`config.mk`:
```
export PLATFORM = sky130hd
export DESIGN_NAME = serdes_lane_ctrl
export DESIGN_NICKNAME = d
export VERILOG_FILES = /design/src/rtl/serdes_lane_pkg.sv /design/src/rtl/lane_cfg_regs.sv /design/src/rtl/lane_setting_bank.sv /design/src/rtl/serdes_pwr_fsm.sv /design/src/rtl/serdes_lane_ctrl.sv
export SDC_FILE = /design/constraint.sdc
export NUM_CORES = 1
export LEC_CHECK = 0
export ABC_AREA = 0
export BUFFER_PORTS_ARGS = -buffer_cell sky130_fd_sc_hd__clkbuf_2
export CORE_MARGIN = 1
export CORE_UTILIZATION = 32
export CTS_BUF_LIST = sky130_fd_sc_hd__clkbuf_8
export DETAILED_ROUTE_END_ITERATION = 10
export PLACE_DENSITY_LB_ADDON = 0.12
export SETUP_SLACK_MARGIN = 0.05
export SLEW_MARGIN = 20
export SYNTH_ARGS = -nofsm -noshare
export SYNTH_HDL_FRONTEND = slang
export SYNTH_SLANG_ARGS = --single-unit
export TNS_END_PERCENT = 30
```
`constraint.sdc`:
```
create_clock -name clk -period 11.4 [get_ports clk]
set_input_delay 2.28 -clock clk [delete_from_list [all_inputs] [get_ports clk]]
set_output_delay 2.28 -clock clk [all_outputs]
set_load 0.005 [all_outputs]
```
`src/rtl/serdes_lane_pkg.sv`:
```
package serdes_lane_pkg;
    localparam int          SEL_W   = 5;
    localparam logic [4:0]  SEL_ALL = 5'h10;
    localparam int          ADDR_W  = 3;
    localparam int          NKIND   = 4;
    localparam logic [2:0]  A_CTRL  = 3'd0;
    localparam logic [2:0]  A_TX0   = 3'd1;
    localparam logic [2:0]  A_TX1   = 3'd2;
    localparam logic [2:0]  A_RX    = 3'd3;
    localparam logic [2:0]  A_RXEQ  = 3'd4;
    localparam int          PD_BIT  = 5;

    typedef enum logic [2:0] {
        PW_WAKE,
        PW_TRAIN,
        PW_UP,
        PW_DOWN,
        PW_HELD
    } pwr_state_e;
endpackage

```
`src/rtl/lane_cfg_regs.sv`:
```
module lane_cfg_regs
    import serdes_lane_pkg::*;
#(
    parameter int DATA_W = 32,
    parameter int SET_W  = 16
) (
    input  logic                clk,
    input  logic                rst_n,
    input  logic                cfg_we,
    input  logic [ADDR_W-1:0]   cfg_addr,
    input  logic [DATA_W-1:0]   cfg_wdata,
    output logic [DATA_W-1:0]   cfg_rdata,
    output logic [SEL_W-1:0]    lane_sel,
    output logic                pwrdn_nxt,
    output logic [NKIND-1:0]    kind_we
);
    logic [SEL_W-1:0] sel_q;
    logic             pwrdn_q;
    logic [SET_W-1:0] shadow_q [NKIND];
    logic             ctrl_we;

    assign ctrl_we   = cfg_we && (cfg_addr == A_CTRL);
    assign pwrdn_nxt = ctrl_we ? cfg_wdata[PD_BIT] : pwrdn_q;
    assign lane_sel  = sel_q;

    // One-hot kind strobe: addresses 1..NKIND map to kinds 0..NKIND-1
    for (genvar k = 0; k < NKIND; k++) begin : g_kwe
        assign kind_we[k] = cfg_we && (cfg_addr == ADDR_W'(k + 1));
    end

    always_ff @(posedge clk) begin
        if (!rst_n) begin
            sel_q   <= SEL_ALL;
            pwrdn_q <= 1'b0;
        end else if (ctrl_we) begin
            sel_q   <= cfg_wdata[SEL_W-1:0];
            pwrdn_q <= cfg_wdata[PD_BIT];
        end
    end

    for (genvar k = 0; k < NKIND; k++) begin : g_shadow
        always_ff @(posedge clk) begin
            if (!rst_n)          shadow_q[k] <= '0;
            else if (kind_we[k]) shadow_q[k] <= cfg_wdata[SET_W-1:0];
        end
    end

    always_comb begin
        cfg_rdata = '0;
        if (cfg_addr == A_CTRL) begin
            cfg_rdata[SEL_W-1:0] = sel_q;
            cfg_rdata[PD_BIT]    = pwrdn_q;
        end else if (cfg_addr <= ADDR_W'(NKIND)) begin
            cfg_rdata[SET_W-1:0] = shadow_q[cfg_addr - 1'b1];
        end
    end
endmodule

```
`src/rtl/lane_setting_bank.sv`:
```
module lane_setting_bank
    import serdes_lane_pkg::*;
#(
    parameter int NLANES = 4,
    parameter int SET_W  = 16
) (
    input  logic                     clk,
    input  logic                     rst_n,
    input  logic [NKIND-1:0]         kind_we,
    input  logic [SET_W-1:0]         set_data,
    input  logic [SEL_W-1:0]         lane_sel,
    output logic [NLANES*SET_W-1:0]  lane_tx0,
    output logic [NLANES*SET_W-1:0]  lane_tx1,
    output logic [NLANES*SET_W-1:0]  lane_rx,
    output logic [NLANES*SET_W-1:0]  lane_rxeq
);
    for (genvar l = 0; l < NLANES; l++) begin : g_lane
        logic                        hit;
        logic [NKIND-1:0][SET_W-1:0] val_q;

        // Reserved codes match no lane and are not broadcast
        assign hit = (lane_sel == SEL_ALL) || (lane_sel == SEL_W'(l));

        always_ff @(posedge clk) begin
            if (!rst_n) begin
                val_q <= '0;
            end else begin
                for (int k = 0; k < NKIND; k++) begin
                    if (kind_we[k] && hit) val_q[k] <= set_data;
                end
            end
        end

        assign lane_tx0 [l*SET_W +: SET_W] = val_q[0];
        assign lane_tx1 [l*SET_W +: SET_W] = val_q[1];
        assign lane_rx  [l*SET_W +: SET_W] = val_q[2];
        assign lane_rxeq[l*SET_W +: SET_W] = val_q[3];
    end
endmodule

```
`src/rtl/serdes_pwr_fsm.sv`:
```
module serdes_pwr_fsm
    import serdes_lane_pkg::*;
#(
    parameter int NLANES      = 4,
    parameter int WAKE_CYCLES = 8
) (
    input  logic              clk,
    input  logic              rst_n,
    input  logic              pwrdn,
    input  logic              ext_hold,
    input  logic              cmu_lock,
    output logic [NLANES-1:0] lane_p2,
    output logic              cmu_pd,
    output logic              force_detect,
    output logic              train_req
);
    localparam int CNT_W = $clog2(WAKE_CYCLES + 1);
    localparam logic [CNT_W-1:0] CNT_LAST = CNT_W'(WAKE_CYCLES - 1);

    pwr_state_e       st_q, st_d;
    logic [CNT_W-1:0] cnt_q;
    logic             wait_done;

    assign wait_done = (cnt_q == CNT_LAST);

    // State register
    always_ff @(posedge clk) begin
        if (!rst_n) st_q <= PW_WAKE;
        else        st_q <= st_d;
    end

    // Wake counter: zero outside PW_WAKE, saturates at the last count
    always_ff @(posedge clk) begin
        if (!rst_n || st_q != PW_WAKE) cnt_q <= '0;
        else if (!wait_done)           cnt_q <= cnt_q + 1'b1;
    end

    // Next state: hold beats the power-down bit, which beats sequencing
    always_comb begin
        st_d = st_q;
        unique case (st_q)
            PW_HELD: if (!ext_hold) st_d = pwrdn ? PW_DOWN : PW_WAKE;
            PW_WAKE: begin
                if (ext_hold)                  st_d = PW_HELD;
                else if (pwrdn)                st_d = PW_DOWN;
                else if (wait_done && cmu_lock) st_d = PW_TRAIN;
            end
            PW_TRAIN: begin
                if (ext_hold)   st_d = PW_HELD;
                else if (pwrdn) st_d = PW_DOWN;
                else            st_d = PW_UP;
            end
            PW_UP: begin
                if (ext_hold)   st_d = PW_HELD;
                else if (pwrdn) st_d = PW_DOWN;
            end
            PW_DOWN: begin
                if (ext_hold)    st_d = PW_HELD;
                else if (!pwrdn) st_d = PW_WAKE;
            end
            default: st_d = PW_WAKE;
        endcase
    end

    // Outputs
    always_comb begin
        lane_p2      = '0;
        cmu_pd       = 1'b0;
        force_detect = 1'b0;
        train_req    = 1'b0;
        unique case (st_q)
            PW_DOWN: begin
                lane_p2      = '1;
                cmu_pd       = 1'b1;
                force_detect = 1'b1;
            end
            PW_HELD: begin
                lane_p2 = '1;
                cmu_pd  = 1'b1;
            end
            PW_TRAIN: train_req = 1'b1;
            PW_WAKE, PW_UP: ;
            default: ;
        endcase
    end
endmodule

```
`src/rtl/serdes_lane_ctrl.sv`:
```
module serdes_lane_ctrl
    import serdes_lane_pkg::*;
#(
    parameter int NLANES      = 4,
    parameter int SET_W       = 16,
    parameter int DATA_W      = 32,
    parameter int WAKE_CYCLES = 8
) (
    input  logic                     clk,
    input  logic                     rst_n,
    input  logic                     cfg_we,
    input  logic [2:0]               cfg_addr,
    input  logic [DATA_W-1:0]        cfg_wdata,
    output logic [DATA_W-1:0]        cfg_rdata,
    input  logic                     ext_hold,
    input  logic                     cmu_lock,
    output logic [NLANES*SET_W-1:0]  lane_tx0,
    output logic [NLANES*SET_W-1:0]  lane_tx1,
    output logic [NLANES*SET_W-1:0]  lane_rx,
    output logic [NLANES*SET_W-1:0]  lane_rxeq,
    output logic [NLANES-1:0]        lane_p2,
    output logic                     cmu_pd,
    output logic                     force_detect,
    output logic                     train_req
);
    logic [SEL_W-1:0] lane_sel;
    logic             pwrdn_nxt;
    logic [NKIND-1:0] kind_we;

    lane_cfg_regs #(.DATA_W(DATA_W), .SET_W(SET_W)) regs_i (
        .clk       (clk),
        .rst_n     (rst_n),
        .cfg_we    (cfg_we),
        .cfg_addr  (cfg_addr),
        .cfg_wdata (cfg_wdata),
        .cfg_rdata (cfg_rdata),
        .lane_sel  (lane_sel),
        .pwrdn_nxt (pwrdn_nxt),
        .kind_we   (kind_we)
    );

    lane_setting_bank #(.NLANES(NLANES), .SET_W(SET_W)) bank_i (
        .clk       (clk),
        .rst_n     (rst_n),
        .kind_we   (kind_we),
        .set_data  (cfg_wdata[SET_W-1:0]),
        .lane_sel  (lane_sel),
        .lane_tx0  (lane_tx0),
        .lane_tx1  (lane_tx1),
        .lane_rx   (lane_rx),
        .lane_rxeq (lane_rxeq)
    );

    serdes_pwr_fsm #(.NLANES(NLANES), .WAKE_CYCLES(WAKE_CYCLES)) pwr_i (
        .clk          (clk),
        .rst_n        (rst_n),
        .pwrdn        (pwrdn_nxt),
        .ext_hold     (ext_hold),
        .cmu_lock     (cmu_lock),
        .lane_p2      (lane_p2),
        .cmu_pd       (cmu_pd),
        .force_detect (force_detect),
        .train_req    (train_req)
    );
endmodule

```
==> impl_results.md <==
- Post-CTS sizing: 0
- Max clock buf depth: 3
- Post-Syn Instances: 1275
- Hold_buf cts: 0
- Area delta synth->final: 21.29%
- Sequential share of the synthesized area: 54.00%
- Vias in the first global route: 9571
- Clk network pwr share: 43.6%
- Syn avg cell area: 10.61 sq um
- I/O Buffers: 302
- Post-route worst setup slack: 4.422 ns
- Initial DRC Count: 562
- Initial DRT Pass Iterations: 5
- Final Core Density: 39.74%
- Clk sink count: 333
- Fillers: 4100
- NumNets Final: 1570
- Switching component of the power: 643.2 uW
- Arr. time, crit path: 4.70 ns
- CTS root buf: clkbuf_8
- First-pass GRT wire length: 62680 um
- Switch share: 24.99%
- GRT Residual Overflow: 0
- Post-synth EDFFs: 64
- Chip width: 207.6 um
- Initial antenna violation count: 0
- Total CTS buffers: 58
- Hold WC Path Type: reg -> reg
- Largest net degree at the start of global routing: 129
- Sequential share of power: 48.7%
- Core ar.: 41290 sq um
- DR vias: 9731
- Synth area leaders: dfxtp_1 40%, mux2i_1 14%, edfxtp_1 14%
- Final ANT Viol Nets: 0
- Status: completed
- Global-route usage over all layers: 19.31%
- Final Hold Violating Endpoints: 0
- Pre-CTS WS: 4.361 ns
- #FFs+latches synth: 333
- Crit end category: output port
- Int Power: 1931 uW
- Drt wl/cell: 20.05 um
- Kind of start point of the critical path: input pin
- RSZ-0062 raised after global routing: no
- GP Congestion: 0.7523
- Cell row count: 74
- Maximum vdd drop: 0.00007878 V
- Remaining DRCs: 0
- Power per cell area: 156.8 nW/um^2
- Min Tclk post-route: 6.978 ns
- Final Skew: 0.01446 ns
- Setup Buffers After CTS: 0
- Number of distinct library cells after synthesis: 45
- DIE AREA: 43110 sq um
- Slew @ Worst Pin: 1.009 ns
- Cell taking the most area after synthesis: dfxtp_1
- Max_cap viols: 0
- Critical path type: in -> out
- CTS tree: yes
- Final Setup Violations: 0
- Mapped Area: 13530 sq um
- Slew headroom: 32.68%
- Initial Util: 32.77%
- Clk slew on worst S/H paths: 0.06 ns
- Synth async-reset ratio: 0%
- Logic pwr share: 7.7%
- Vias per cell: 4.627
- Die Y: 207.6 um
- Final wirelength: 42170 um
- Final setup TNS: 0 ns
- Ys flop type: dfxtp_1
- H-tree depth: 2
- DP Wirelength: 26430 um
- Crit Path Max Fanout: 19
- LEAKAGE: 0.007889 uW
- Max-slew violation count: 0
- Top cell type's share of synthesized area: 39.80%
- Ports: 335
- FMAX: 0.1433 GHz
- Hold Slack: 0.4573 ns
- Ys Warns: 0
- Final period utilization: 61.21%
- Clock insertion delay at the later pin of the skew report: 0.65 ns
- Worst EP required: 9.12 ns
- Layout cells sized above 1: 26.88%
[kinds of logic after synthesis]
kind of cell | count (synthesis) | share of synthesized area, %
AND/OR/NAND/NOR | 495 | 18.67
multiplexers | 209 | 16.94
AO/OA/AOI/OAI | 92 | 4.966
buffers and inverters | 136 | 4.670
other | 1 | 0.02772
XOR/XNOR | 4 | 0.2590
flip-flops | 333 | 54.00
adder cells (fa/ha/maj) | 5 | 0.4624
[layout make-up]
type,instances,area [sq um],share of cell area (%)
antenna,1,2.502,0.01525
clock buffer,73,1005,6.122
clock inverter,32,192.7,1.174
inverter,3,11.26,0.06862
multi-input combinational,821,5660,34.49
sequential,333,7307,44.53
tap,532,665.6,4.056
timing repair buffer,308,1567,9.546
[power groups by stage]
stage	Combinational (uW)	Clock (uW)	Sequential, uW
floorplan	126	0	1280
global placement	201	0	1280
detailed placement	203	0	1280
CTS	203	1170	1250
global route	217	1220	1260
finish	198	1120	1250
[registers in the layout, indices dropped and copies added, names as in the netlist]
register	flops
bank_i.lane_rx	64
bank_i.lane_rxeq	64
bank_i.lane_tx0	64
bank_i.lane_tx1	64
pwr_i.cnt_q	4
pwr_i.st_q	3
regs_i.lane_sel	5
regs_i.pwrdn_q	1
regs_i.shadow_q	64
[stage by stage]
stage | total power [uW] | cells | instance area (sq um)
5_1_grt | 2688 | 2102 | 16410
4_1_cts | 2621 | 2102 | 16390
2_1_floorplan | 1401 | 1290 | 13590
3_3_place_gp | 1478 | 1997 | 15200
6_report | 2574 | 2103 | 16410
3_5_place_dp | 1481 | 1997 | 15200
[worst max-delay path, cell delays in order]
cell	delay (ns)
clkbuf_2	0.55
inv_1	0.15
ha_1	0.86
mux4_2	0.44
a21oi_1	0.17
a31oi_1	0.06
clkbuf_2	0.19
[synth_stat cells, types with 2 or more instances]
cell / number
nand3_2: 4
buf_2: 16
nor3_1: 5
a21oi_1: 8
dfxtp_1: 269
nand2_1: 236
clkbuf_1: 92
nand3b_1: 3
nand3_1: 12
buf_6: 3
and3_1: 24
buf_4: 21
edfxtp_1: 64
nand4_2: 3
ha_1: 5
xor2_1: 3
nand4_1: 3
a21boi_1: 4
and2_1: 48
mux2i_1: 193
a21boi_0: 64
inv_1: 3
o21ai_0: 2
nor2b_1: 140
nor2_1: 6
a31oi_1: 7
or3b_2: 2
mux4_2: 16
nand2b_1: 3
[per-layer routing]
layer / part of all wire (%) / wire length (um) / global-route usage [%] / vias up
met1: 45 / 19010 / 25.19 / 4642
li1: - / - / - / 4736
met3: 7.1 / 3011 / 6.188 / 59
met4: 1.9 / 791 / 5.185 / 0
met2: 46 / 19360 / 30.71 / 294
met5: 0 / 0 / 0 / -
[path summary, 6_finish.rpt]
check                       from                   to  slack [ns]  cells after the start
min reg2reg  bank_i.lane_tx0[60]  bank_i.lane_tx0[60]        0.46                      2
max                  cfg_addr[0]         cfg_rdata[0]        4.42                      7
min          bank_i.lane_tx0[60]  bank_i.lane_tx0[60]        0.46                      2
max reg2reg   regs_i.lane_sel[0]  bank_i.lane_tx0[39]        8.99                      5
[placed cells by master (no fill, tap or decap), types with 6 or more instances in the layout]
cell type,n
mux2i_1,193
a31oi_1,7
conb_1,16
inv_1,24
clkbuf_2,301
and2_1,48
dfxtp_1,269
nand3_1,11
nand2_1,236
clkbuf_8,73
and3_1,24
mux4_2,16
clkinv_2,6
a21oi_1,8
edfxtp_1,64
nor2_1,6
a21boi_0,64
nor2b_1,139
(Power assumes the default switching activity.)
